===== src/rtl/fpu_resv_scoreboard.sv =====
module fpu_resv_scoreboard #(
  parameter int DEPTH = 38
) (
  input  logic       clk,
  input  logic       rst,
  input  logic       req_valid,
  input  logic [2:0] req_op,
  output logic       req_ready,
  output logic       stall
);
  localparam int STAGES = 8;

  localparam logic [STAGES-1:0] ST_U = STAGES'(1) << 0;
  localparam logic [STAGES-1:0] ST_S = STAGES'(1) << 1;
  localparam logic [STAGES-1:0] ST_A = STAGES'(1) << 2;
  localparam logic [STAGES-1:0] ST_R = STAGES'(1) << 3;
  localparam logic [STAGES-1:0] ST_M = STAGES'(1) << 4;
  localparam logic [STAGES-1:0] ST_N = STAGES'(1) << 5;
  localparam logic [STAGES-1:0] ST_E = STAGES'(1) << 6;
  localparam logic [STAGES-1:0] ST_D = STAGES'(1) << 7;

  localparam logic [2:0] OP_ADD = 3'd1;
  localparam logic [2:0] OP_SUB = 3'd2;
  localparam logic [2:0] OP_MUL = 3'd3;
  localparam logic [2:0] OP_DIV = 3'd4;
  localparam logic [2:0] OP_NEG = 3'd5;
  localparam logic [2:0] OP_ABS = 3'd6;
  localparam logic [2:0] OP_CMP = 3'd7;

  function automatic logic [STAGES-1:0] usage(input logic [2:0] op, input int k);
    logic [STAGES-1:0] m;
    m = '0;
    case (op)
      OP_ADD, OP_SUB: begin
        if (k == 0)      m = ST_U;
        else if (k == 1) m = ST_S | ST_A;
        else if (k == 2) m = ST_A | ST_R;
        else if (k == 3) m = ST_R | ST_S;
      end
      OP_MUL: begin
        if (k == 0)                m = ST_U;
        else if (k == 1)           m = ST_E | ST_M;
        else if (k >= 2 && k <= 4) m = ST_M;
        else if (k == 5)           m = ST_N;
        else if (k == 6)           m = ST_N | ST_A;
        else if (k == 7)           m = ST_R;
      end
      OP_DIV: begin
        if (k == 0)                  m = ST_U;
        else if (k == 1 || k == 36)  m = ST_A;
        else if (k == 2 || k == 37)  m = ST_R;
        else if (k >= 3 && k <= 30)  m = ST_D;
        else if (k == 31 || k == 34) m = ST_D | ST_A;
        else if (k >= 32 && k <= 35) m = ST_D | ST_R;
      end
      OP_NEG, OP_ABS: begin
        if (k == 0)      m = ST_U;
        else if (k == 1) m = ST_S;
      end
      OP_CMP: begin
        if (k == 0)      m = ST_U;
        else if (k == 1) m = ST_A;
        else if (k == 2) m = ST_R;
      end
      default: m = '0;
    endcase
    return m;
  endfunction

  logic [STAGES-1:0] win_q [DEPTH];
  logic [DEPTH-1:0]  hit;
  logic              grant;

  for (genvar k = 0; k < DEPTH; k++) begin : g_cmp
    assign hit[k] = |(win_q[k] & usage(req_op, k));
  end

  assign req_ready = ~|hit;
  assign stall     = req_valid & ~req_ready;
  assign grant     = req_valid & req_ready;

  always_ff @(posedge clk) begin
    if (rst) begin
      for (int k = 0; k < DEPTH; k++) win_q[k] <= '0;
    end else begin
      for (int k = 0; k < DEPTH - 1; k++)
        win_q[k] <= win_q[k+1] | (grant ? usage(req_op, k + 1) : '0);
      win_q[DEPTH-1] <= '0;
    end
  end
endmodule



===== config.mk =====
export PLATFORM = sky130hd
export DESIGN_NAME = fpu_resv_scoreboard
export DESIGN_NICKNAME = d
export VERILOG_FILES = /design/src/rtl/fpu_resv_scoreboard.sv
export SDC_FILE = /design/constraint.sdc
export NUM_CORES = 1
export LEC_CHECK = 0
export BUFFER_PORTS_ARGS = -buffer_cell sky130_fd_sc_hd__buf_4
export CAP_MARGIN = 20
export CORE_ASPECT_RATIO = 0.75
export CORE_MARGIN = 5
export CORE_UTILIZATION = 50
export CTS_CLUSTER_SIZE = 28
export DETAILED_ROUTE_END_ITERATION = 10
export PLACE_DENSITY = 0.69
export SLEW_MARGIN = 40
export SYNTH_ARGS = -nofsm -noshare
export SYNTH_HDL_FRONTEND = slang
export SYNTH_SLANG_ARGS = --single-unit

===== constraint.sdc =====
create_clock -name clk -period 3.01 [get_ports clk]
set_input_delay 0.301 -clock clk [delete_from_list [all_inputs] [get_ports clk]]
set_output_delay 0.301 -clock clk [all_outputs]
set_load 0.05 [all_outputs]

Word level (Yosys, flattened, before mapping)
Memory sizes are Yosys's and may differ from the RTL's.
Cells that the tools add are included.
W data, S select, Z words.
- add/subtract/negate cells: 0
- multipliers: 0
- divide/modulo/power cells: 0
- magnitude comparators: 0
- equal/unequal tests: 7
- shifts and indexed selects: 0
- multiplexer cells: 78
- bitwise logic cells: 115
- reduce and logical (&&, ||, !) cells: 6
- operator list (operator ; number):
    $mux W8 ; 65
    $and A8 B8 Y8 ; 38
    $reduce_or A304 Y1 ; 1
    $or A8 B8 Y8 ; 37
    $pmux W8 S2 ; 4
    $or A1 B1 Y1 ; 38
    $pmux W7 S4 ; 1
    $pmux W8 S3 ; 1
    $pmux W5 S3 ; 1
    $eq A3 B3 Y1 const B ; 4
    $reduce_or A7 Y1 ; 1
    $eq A3 B2 Y1 const B ; 2
    $reduce_or A2 Y1 ; 3
    $mux W1 ; 4
    $mux W4 ; 1
    $eq A3 B1 Y1 const B ; 1
    $mux W3 ; 1
    $and A1 B1 Y1 ; 2
    $logic_not A1 Y1 ; 1
- register bits after elaboration: 0
- bits in latches: 0
- memory bits (writable): 304
- bits in read-only memories: 0
- output and inout port bits: 2
- word-level logic and storage cells: 207
- memories: 1
- memories (memory ; words ; width ; rd ports ; clocked after Yosys merged registers in ; wr ports ; RTL line ; RTL):
    win_q ; 38 ; 8 ; 38 ; 0 ; 38 ; 70 ; logic [STAGES-1:0] win_q [DEPTH];

Longest topological paths before layout
Gate-level depths: netlist (run 1).
- depth after elaboration: 10
- gate-level depth with buffers: 6

Worst setup path after synthesis (run 1)
No wires, ideal clock.
- path kind: register to output
- start point: mem win_q[5][7], in the netlist win_q[2][15]
- end point: out req_ready
- arrival time: 1.978 ns
- required time: 2.709 ns
- slack: 0.731 ns
- stages on the path, launching flop included: 6
- cell sequence: dfxtp_1 -> nor4_1 -> nand4_1 -> or3_1 -> buf_6 -> a21oi_1
- RTL lines (what ; RTL line ; RTL):
    start: declaration ; 70 ;
    end: declaration ; 8 ; output logic req_ready,

==> summary.md, run 1 <==
| Metric | Value |
|---|---|
| Outcome | finished, final reports clean |
| Drt pass-1 iters | 4 |
| Remaining global-route overflow | 0 |
| Power consumption | 2670 µW |
| Crit start category | flop |
| Number of flip-flops in the largest register | 102 |
| Xor/xnor cell area share of the yosys netlist | 0.00508 |
| Final setup skew | 0.00962 ns |
| Class of the tightest hold or removal check | input port to flop |
| Final GP Congestion | 0.846 |
| Dominant cells by area after synthesis | dfxtp_1 64%, nor2b_1 12%, o22ai_1 6.6%, inv_1 4.8%, buf_6 2.5% |
| CTS buffer count | 9 |
| Net count after synthesis | 303 |
| Standard cell core area | 6260 µm² |
| Setup Fix Bufs, Post-CTS | 0 |
| Cells along the critical path | nor4_1 -> nand4_1 -> or3_1 -> a21oi_1 -> buf_4 |
| Count of pins over their slew limit | 0 |
| Maximum number of pins on one net before global-route repair | 56 |
| Yosys reg bits | 102 |
| Total of max-cap violations | 0 |
| Syn Inst Count | 297 |
| Cell class contributing the biggest share of worst-path delay | simple AND/OR/NAND/NOR gates |
| Post-Synth Simple-Gate Area | 0.170 |
| Filler cells | 566 |
| Final antenna diode count | 0 |
| Net count, final | 306 |
| Compound-gate portion of the synthesized area | 0.0977 |
| Number of instances in the placed design | 370 |
| Global-route wire length before repair | 7.94 mm |
| Largest fanout on the critical path | 3 |
| Leading area contributor after synthesis | dfxtp_1 |
| Antenna Nets Post-Route | 0 |
| Final Hold Vio Count | 0 |
| Register bank with the most flops | win_q |
| Worst VDD drop | 0.490 mV |
| DR WL/cell | 11.7 µm |
| Post-Route WL | 4.53 mm |
| All-Layer GR Usage | 0.127 |
| Initial cell density of the core | 0.512 |
| Largest regs | win_q x102 |
| Clock input transition at the sequential cells of the worst setup and hold paths | 0.09 ns |
| Yosys top cell area share | 0.638 |
| Biggest cell delay along the critical path | 0.45 ns |
| Floorplan die area | 8120 µm² |
| Power Dens Cells | 773 nW/µm² |
| Worst endpoint required time | 2.71 ns |
| Count of hold-fix buffers inserted at cts | 0 |
| Most frequent cell after synthesis | dfxtp_1 |
| Type of the setup path with the least slack | flop to output pin |
| Floorplan die height | 79.3 µm |
| Endpoint type of the worst setup path | output pin |
| Synthesized area per cell | 10.8 µm² |
| Max Clock Freq | 0.425 GHz |
| Die span in x | 102 µm |
| Clock latency of the later-clocked register in the worst-skew pair | 0.36 ns |
| Resized cells post-CTS | 0 |
| Post-synth design cell area | 3200 µm² |
| Shortest period the worst path allows | 2.35 ns |
| 1st-iter DRT viols | 90 |
| Share of synthesized cell area in full adder, half adder and majority cells | 0 |
| Number of setup violations in the final report | 0 |
| Worst path bufs/invs | 1 |
| Most used standard cells in the synthesized netlist | 102 x dfxtp_1, 59 x nor2b_1, 41 x inv_1, 34 x o22ai_1, 10 x clkbuf_1 |
| Largest family of logic cells by synthesized area | simple AND/OR/NAND/NOR gates |
| Deepest clock path buffer count | 2 |
| Top FF cell, synth | dfxtp_1 |
| Final instance area | 3460 µm² |
| Count of boundary I/O pins | 8 |
| Yosys warning total | 0 |
| Final sum of negative setup slack | 0 ns |
| Via total after detailed routing | 1865 |
| Final HPWL from detailed placement | 2.72 mm |
| Worst Path Arrival | 2.05 ns |
| Post-synth EDFFs | 0 |
| Clk sink count | 102 |
| Async set or reset register ratio after synthesis | 0 |
| Growth of design area from synthesis to finish | 8.09% |
| Fraction of final layout cells sized beyond drive strength 1 | 0.0918 |
| Reported leakage power | 0.00131 µW |
| Slew HR | 0.639 |
| Mux contribution to synthesized area | 0.00313 |
| DRC violations left | 0 |
| Clock root buffer master | clkbuf_8 |
| Setup repair after global routing missed its margin | false |
| Slew at the pin with the worst max-slew slack | 0.537 ns |
| Number of port buffers | 7 |
| H-Tree Depth | 3 |
| Slowest-stage cell, CP | or3_1 |
| TritonCTS clock tree | done |
| Antenna violations before repair | 0 |
| Proportion of synthesized chip area in sequential cells | 0.638 |
| Share of the clock period used by the worst path after layout | 0.782 |
| Avg Vias per Cell | 4.83 |
| Site row count | 25 |
| Final instance count without filler cells | 386 |
| Number of global-route vias before repair | 1764 |
| Unique masters post-synth | 31 |
| Placed Instance Area | 3260 µm² |
## final cells by class
type / instances / area [µm²] / area share
well taps: 81 / 101 / 0.0293
repair buffers: 10 / 82.6 / 0.0239
multi-input cells: 136 / 883 / 0.255
flip-flops and latches: 102 / 2040 / 0.590
inverters: 41 / 154 / 0.0445
clock inverters: 6 / 68.8 / 0.0199
clock buffers: 10 / 128 / 0.0369
## cell families (layout without fill, tap and decap cells)
group | after synthesis | in the layout
xor+xnor | 1 | 1
buf+inv | 59 | 67
compound gates | 48 | 48
mux | 1 | 1
flops | 102 | 102
simple gates | 86 | 86
## worst paths after layout
| path | to | slack [ns] | from | cells past startpoint |
|---|---|---|---|---|
| max | req_ready | 0.66 | win_q[16][7] | 5 |
| min | win_q[1][1] | 0.31 | req_op[2] | 3 |
| max reg2reg | win_q[5][15] | 1.21 | win_q[16][7] | 5 |
| min reg2reg | win_q[5][2] | 0.44 | win_q[5][10] | 1 |
## worst reg2reg max path, stage by stage, from the launching register on
cell and delay [ns]:
dfxtp_1 0.32, nor4_1 0.36, nand4_1 0.14, or3_1 0.45, buf_4 0.28, o22ai_1 0.18
## metrics by stage
| step | util | setup WS, ns | hold WS, ns |
|---|---|---|---|
| after floorplan | - | 0.731 | 0.414 |
| after global placement | 0.519 | 1.06 | 0.415 |
| after detailed placement | 0.522 | 1.03 | 0.425 |
| after CTS | 0.553 | 0.625 | 0.276 |
| after global routing | 0.553 | 0.484 | 0.309 |
| final | 0.553 | 0.657 | 0.309 |
## power by group
part | internal (µW) | switching [µW]
Combinational | 140 | 282
Sequential | 1400 | 22.3
Clock | 390 | 442
## metal layers
metal,global-route usage,share of wire
met2,0.171,0.40
met5,0,0
met3,0.0562,0.054
met1,0.171,0.53
met4,0.0603,0.016
## cells in the final DEF, fill, tap and decap left out, drive strengths merged, types with 3 or more instances in the layout
master	count
clkbuf	10
buf	10
inv	43
dfxtp	102
nor2	3
nor2b	59
o21ai	6
o22ai	34
nor4	9
(Power assumes the default switching activity.)
==> inputs of run 2 (changes only) <==
- clock period: 3.01 -> 2.32 ns (I/O delays scaled with it)
==> run 2 against run 1 <==
Against the previous run:
- cell area down 0.61%
- flip-flop and latch count unchanged
- critical path depth unchanged
- sequential power rose by 30%
- setup slack got worse by 0.49 ns
- clock power rose by 21%
- total power up 27%
- hold slack got worse by 0.075 ns
- register-to-register slack lost 0.63 ns
- first-iteration DRC count up 27%
==> summary.md, run 2 (same netlist as run 1, synthesis figures left out) <==
| Metric | Value |
|---|---|
| DR WL/cell | 11.6 µm (-0.68%) |
| Deepest clock path buffer count | 2 (unchanged) |
| Share of the clock period used by the worst path after layout | 0.927 |
| Growth of design area from synthesis to finish | 7.43% |
| Initial cell density of the core | 0.512 (unchanged) |
| Clock input transition at the sequential cells of the worst setup and hold paths | 0.09 ns (about the same) |
| Avg Vias per Cell | 4.84 (+0.11%) |
| Filler cells | 577 (+1.9%) |
| Power Dens Cells | 986 nW/µm² (+28%) |
| Largest fanout on the critical path | 3 (unchanged) |
| Clk sink count | 102 (unchanged) |
| Worst path bufs/invs | 1 (unchanged) |
| Final HPWL from detailed placement | 2.55 mm (-6.2%) |
| Number of instances in the placed design | 370 (unchanged) |
| Placed Instance Area | 3260 µm² (-0.11%) |
| Reported leakage power | 0.00131 µW (-0.45%) |
| Final GP Congestion | 0.815 (-3.6%) |
| Outcome | finished, final reports clean |
| Most common cell after layout, fill and taps aside | dfxtp_1 |
| Number of flip-flops in the largest register | 102 (unchanged) |
| H-Tree Depth | 3 (unchanged) |
| Remaining global-route overflow | 0 (unchanged) |
| Worst flop-to-flop path startpoint | win_q[16][7] |
| Cells along the critical path | nor4_1 -> nand4_1 -> or3_1 -> a22o_1 -> buf_4 |
| Maximum number of pins on one net before global-route repair | 98 (+75%) |
| Slew HR | 0.569 (-0.0698) |
| Setup Fix Bufs, Post-CTS | 0 (unchanged) |
| Shortest period the worst path allows | 2.15 ns |
| Via total after detailed routing | 1867 (+0.11%) |
| Worst endpoint required time | 2.09 ns (-0.62 ns) |
| Final sum of negative setup slack | 0 ns (unchanged) |
| Crit start category | flop |
| Worst Path Arrival | 1.92 ns (-0.13 ns) |
| Final Hold Vio Count | 0 (unchanged) |
| 1st-iter DRT viols | 114 (+27%) |
| Count of hold-fix buffers inserted at cts | 0 (unchanged) |
| Max Clock Freq | 0.465 GHz |
| Endpoint type of the worst setup path | output pin |
| Clock latency of the later-clocked register in the worst-skew pair | 0.36 ns (about the same) |
| Final instance area | 3440 µm² (-0.61%) |
| Count of boundary I/O pins | 8 (unchanged) |
| Final setup skew | 0.0107 ns (+0.00106 ns) |
| Number of setup violations in the final report | 0 (unchanged) |
| Cell class contributing the biggest share of worst-path delay | simple AND/OR/NAND/NOR gates |
| Worst VDD drop | 0.507 mV (+3.6%) |
| Register bank with the most flops | win_q |
| Standard cell core area | 6260 µm² (unchanged) |
| Fraction of final layout cells sized beyond drive strength 1 | 0.0918 (unchanged) |
| Clock root buffer master | clkbuf_8 |
| Slowest-stage cell, CP | or3_1 |
| TritonCTS clock tree | done |
| Global-route wire length before repair | 7.71 mm (-2.8%) |
| CTS buffer count | 9 (unchanged) |
| Class of the tightest hold or removal check | input port to flop |
| Type of the setup path with the least slack | flop to output pin |
| Largest regs | win_q x102 |
| Commonest non-fill, non-tap cells in the layout | 102 x dfxtp_1, 59 x nor2b_1, 41 x inv_1 |
| Slew at the pin with the worst max-slew slack | 0.646 ns (+0.109 ns) |
| Site row count | 25 (unchanged) |
| Die span in x | 102 µm (unchanged) |
| DRC violations left | 0 (unchanged) |
| Number of port buffers | 7 (unchanged) |
| Number of global-route vias before repair | 1697 (-3.8%) |
| Worst Min Path Start | req_op[2] |
| Resized cells post-CTS | 0 (unchanged) |
| Count of pins over their slew limit | 0 (unchanged) |
| Setup repair after global routing missed its margin | false |
| Floorplan die area | 8120 µm² (unchanged) |
| Drt pass-1 iters | 4 (unchanged) |
| Final instance count without filler cells | 386 (unchanged) |
| Total of max-cap violations | 0 (unchanged) |
| Power consumption | 3390 µW (+27%) |
| Worst setup path startpoint | win_q[16][7] |
| Biggest cell delay along the critical path | 0.43 ns (-0.02 ns) |
| Antenna violations before repair | 0 (unchanged) |
| Final antenna diode count | 0 (unchanged) |
| Net count, final | 306 (unchanged) |
| Post-Route WL | 4.50 mm (-0.68%) |
| All-Layer GR Usage | 0.123 (-0.00352) |
| Floorplan die height | 79.3 µm (unchanged) |
| Antenna Nets Post-Route | 0 (unchanged) |
## run 2: changes by cell type in the layout (fill, tap and decap cells not counted)
cell,before,now
bufinv_16,1,0
inv_8,0,1
buf_6,0,1
inv_6,2,3
clkinvlp_4,1,0
buf_8,1,0
## run 2: through the flow
step,utilization,setup WS [ns],hold WS (ns)
5_1_grt,0.550,0.0302,0.230
6_report,0.550,0.169,0.234
3_3_place_gp,0.520,0.525,0.416
2_1_floorplan,-,0.110,0.414
4_1_cts,0.550,0.147,0.214
3_5_place_dp,0.521,0.472,0.423
## run 2: layout make-up
class,instances,area (µm²),area share
clock buffers,10,128,0.0371
clock inverters,6,51.3,0.0149
inverters,41,154,0.0448
multi-input cells,136,883,0.257
flip-flops and latches,102,2040,0.594
well taps,81,101,0.0295
repair buffers,10,78.8,0.0229
## run 2: final timing paths
| kind | end | cells after the start | slack, ns |
|---|---|---|---|
| max | stall | 5 | 0.17 |
| min | win_q[1][1] | 3 | 0.23 |
| max reg2reg | win_q[15][2] | 5 | 0.58 |
| min reg2reg | win_q[2][3] | 1 | 0.44 |
## run 2: per-layer routing
layer,track usage,share of wire,routed length [µm]
met5,0,0,0
met4,0.0577,0.021,93
met2,0.163,0.41,1860
met3,0.0500,0.048,217
met1,0.172,0.52,2330
## run 2: worst register-to-register path: cells and delay by family, from the launching register on
| kind | cells | cell delay, ns |
|---|---|---|
| AND/OR/NAND/NOR | 3 | 0.86 |
| flip-flops | 1 | 0.32 |
| buffers and inverters | 1 | 0.27 |
| AO/OA/AOI/OAI | 1 | 0.21 |
## run 2: where the power goes
part	total, µW	internal (µW)	leakage, µW	switching (µW)
sequential	1840	1810	0.000823	29.4
combinational	541	182	0.000389	359
clock	1010	410	0.0000936	600
==> inputs of run 3 (changes only) <==
- CORE_UTILIZATION: 50 -> 39
- PLACE_DENSITY: 0.69 -> 0.57
==> run 3 against run 2 <==
Against the previous run:
- utilization fell by 11 points
- sequential share of layout area fell by 0.83 points
- sequential power barely moved
- critical path type unchanged
- largest cell class unchanged
- largest power group unchanged
==> summary.md, run 3 (same netlist as run 1, synthesis figures left out) <==
| Metric | Value |
|---|---|
| Hold Path Sink | win_q[0][10] |
| Net switching power | 966 µW (-2.2%) |
| Worst reg2reg path endpoint | win_q[15][15] |
| Worst flop-to-flop path startpoint | win_q[4][15] |
| Count of boundary I/O pins | 8 (unchanged) |
| DRC violations left | 0 (unchanged) |
| Worst R2R Path Depth | 5 (unchanged) |
| Final sum of negative setup slack | 0 ns (unchanged) |
| Number of global-route vias before repair | 1762 (+3.8%) |
| Number of setup violations in the final report | 0 (unchanged) |
| Instance count along the most critical hold path | 2 (-1) |
| Largest fanout on the critical path | 3 (unchanged) |
| Portion of total power attributed to combinational logic | 0.157 (-0.003) |
| Power consumption | 3470 µW (+2.2%) |
| Setup Fix Bufs, Post-CTS | 0 (unchanged) |
| Power Dens Cells | 994 nW/µm² (+0.81%) |
| DR WL/cell | 10.9 µm (-6.6%) |
| Count of hold-fix buffers inserted at cts | 0 (unchanged) |
| Largest regs | win_q x102 |
| Clock latency of the later-clocked register in the worst-skew pair | 0.35 ns (about the same) |
| Clock input transition at the sequential cells of the worst setup and hold paths | 0.09 ns (about the same) |
| Internal cell power | 2500 µW (+4.1%) |
| All-Layer GR Usage | 0.0996 (-0.0236) |
| Worst Path Arrival | 1.90 ns (-0.02 ns) |
| Worst setup path startpoint | win_q[4][15] |
| Slew HR | 0.565 (-0.00379) |
| Class of the tightest hold or removal check | input port to flop |
| H-Tree Depth | 3 (unchanged) |
| Clock root buffer master | clkbuf_8 |
| Global-route wire length before repair | 7.91 mm (+2.6%) |
| Worst endpoint required time | 2.09 ns (about the same) |
| Remaining global-route overflow | 0 (unchanged) |
| CTS buffer count | 9 (unchanged) |
| Share of the clock period used by the worst path after layout | 0.920 (-0.00730) |
| Shortest period the worst path allows | 2.13 ns (-0.0169 ns) |
| Site row count | 28 (+12%) |
| Final GP Congestion | 0.731 (-10%) |
| Most common cell after layout, fill and taps aside | dfxtp_1 |
| Endpoint type of the worst setup path | output pin |
| Post-Route WL | 4.46 mm (-0.82%) |
| Register bank with the most flops | win_q |
| Final setup skew | 0.00790 ns (-0.00278 ns) |
| Max Clock Freq | 0.469 GHz (+0.79%) |
| Number of flip-flops in the largest register | 102 (unchanged) |
| Reported leakage power | 0.00131 µW (about the same) |
| Slew at the pin with the worst max-slew slack | 0.652 ns (+0.00569 ns) |
| Setup slack on the worst flop-to-flop path | 0.61 ns (+0.03 ns) |
| TritonCTS clock tree | done |
| Number of port buffers | 7 (unchanged) |
| Die span in x | 115 µm (+12%) |
| Drt pass-1 iters | 4 (unchanged) |
| Outcome | finished, final reports clean |
| Switching share of power | 0.279 (-0.0128) |
| Clock Power Share | 0.313 (+0.015) |
| Maximum number of pins on one net before global-route repair | 97 (-1.0%) |
| Type of the setup path with the least slack | flop to output pin |
| Fraction of final layout cells sized beyond drive strength 1 | 0.0918 (unchanged) |
| Final antenna diode count | 0 (unchanged) |
| Sequential share of power | 0.530 (-0.013) |
| 1st-iter DRT viols | 106 (-7.0%) |
| Resized cells post-CTS | 0 (unchanged) |
| Crit start category | flop |
| Final Hold Vio Count | 0 (unchanged) |
| Total of max-cap violations | 0 (unchanged) |
| Worst VDD drop | 0.506 mV (-0.33%) |
| Floorplan die area | 10100 µm² (+25%) |
| Commonest non-fill, non-tap cells in the layout | 102 x dfxtp_1, 59 x nor2b_1, 41 x inv_1 |
| Setup repair after global routing missed its margin | false |
| Antenna Nets Post-Route | 0 (unchanged) |
| Worst Min Path Start | rst |
| Clk sink count | 102 (unchanged) |
| Deepest clock path buffer count | 2 (unchanged) |
| Antenna violations before repair | 0 (unchanged) |
| Growth of design area from synthesis to finish | 8.95% |
| Net count, final | 306 (unchanged) |
| Final HPWL from detailed placement | 2.56 mm (+0.44%) |
| Via total after detailed routing | 1846 (-1.1%) |
| Initial cell density of the core | 0.402 (-0.109) |
| Floorplan die height | 88.5 µm (+12%) |
| Count of pins over their slew limit | 0 (unchanged) |
| Avg Vias per Cell | 4.50 (-6.9%) |
| Standard cell core area | 7950 µm² (+27%) |
[run 3: cell count changes in the layout (fill, tap and decap cells not counted)]
cell and delta:
clkinvlp_4 +2, inv_6 -2, bufinv_16 +1, clkinv_4 -1
[run 3: layout make-up]
type                            count  area [µm²]
Inverter                           41         154
Clock inverter                      6        70.1
Clock buffer                       10         128
Tap cell                          105         131
Multi-Input combinational cell    136         883
Sequential cell                   102        2040
Fill cell                         772        4470
Timing Repair Buffer               10        78.8
[run 3: power by group through the flow]
stage | clock network (µW) | logic, µW | registers, µW
3_5_place_dp | 0 | 547 | 1880
5_1_grt | 1220 | 600 | 1850
2_1_floorplan | 0 | 554 | 1870
4_1_cts | 1140 | 549 | 1840
3_3_place_gp | 0 | 547 | 1880
6_report | 1080 | 545 | 1840
[run 3: metal layers]
metal	vias up	wire [µm]	track usage
met2	19	1810	0.147
met3	7	189	0.0410
li1	971	-	-
met5	-	0	0
met1	849	2400	0.128
met4	0	65	0.0453
[run 3: how the worst max path moves through the flow]
stage / slack [ns] / end / cells past startpoint
after floorplan: 0.11 / req_ready / 5
after global placement: 0.52 / stall / 6
after detailed placement: 0.48 / stall / 6
after CTS: 0.14 / req_ready / 5
after global routing: 0.03 / req_ready / 5
final: 0.19 / req_ready / 5
[run 3: stage by stage]
stage          instance area, µm²  setup slack [ns]  instances  utilization  hold slack [ns]
3_5_place_dp                 3290             0.480        394        0.414            0.421
3_3_place_gp                 3290             0.518        394        0.413            0.415
6_report                     3490             0.186        410        0.438            0.120
4_1_cts                      3490             0.136        410        0.438            0.109
5_1_grt                      3490            0.0259        410        0.438            0.107
2_1_floorplan                3200             0.110        297            -            0.414
[run 3: critical path, stage by stage, from the launching register on]
cell and delay, ns:
dfxtp_1 0.32, nor4_1 0.30, nand4_1 0.12, or3_1 0.43, a21oi_1 0.16, buf_4 0.21
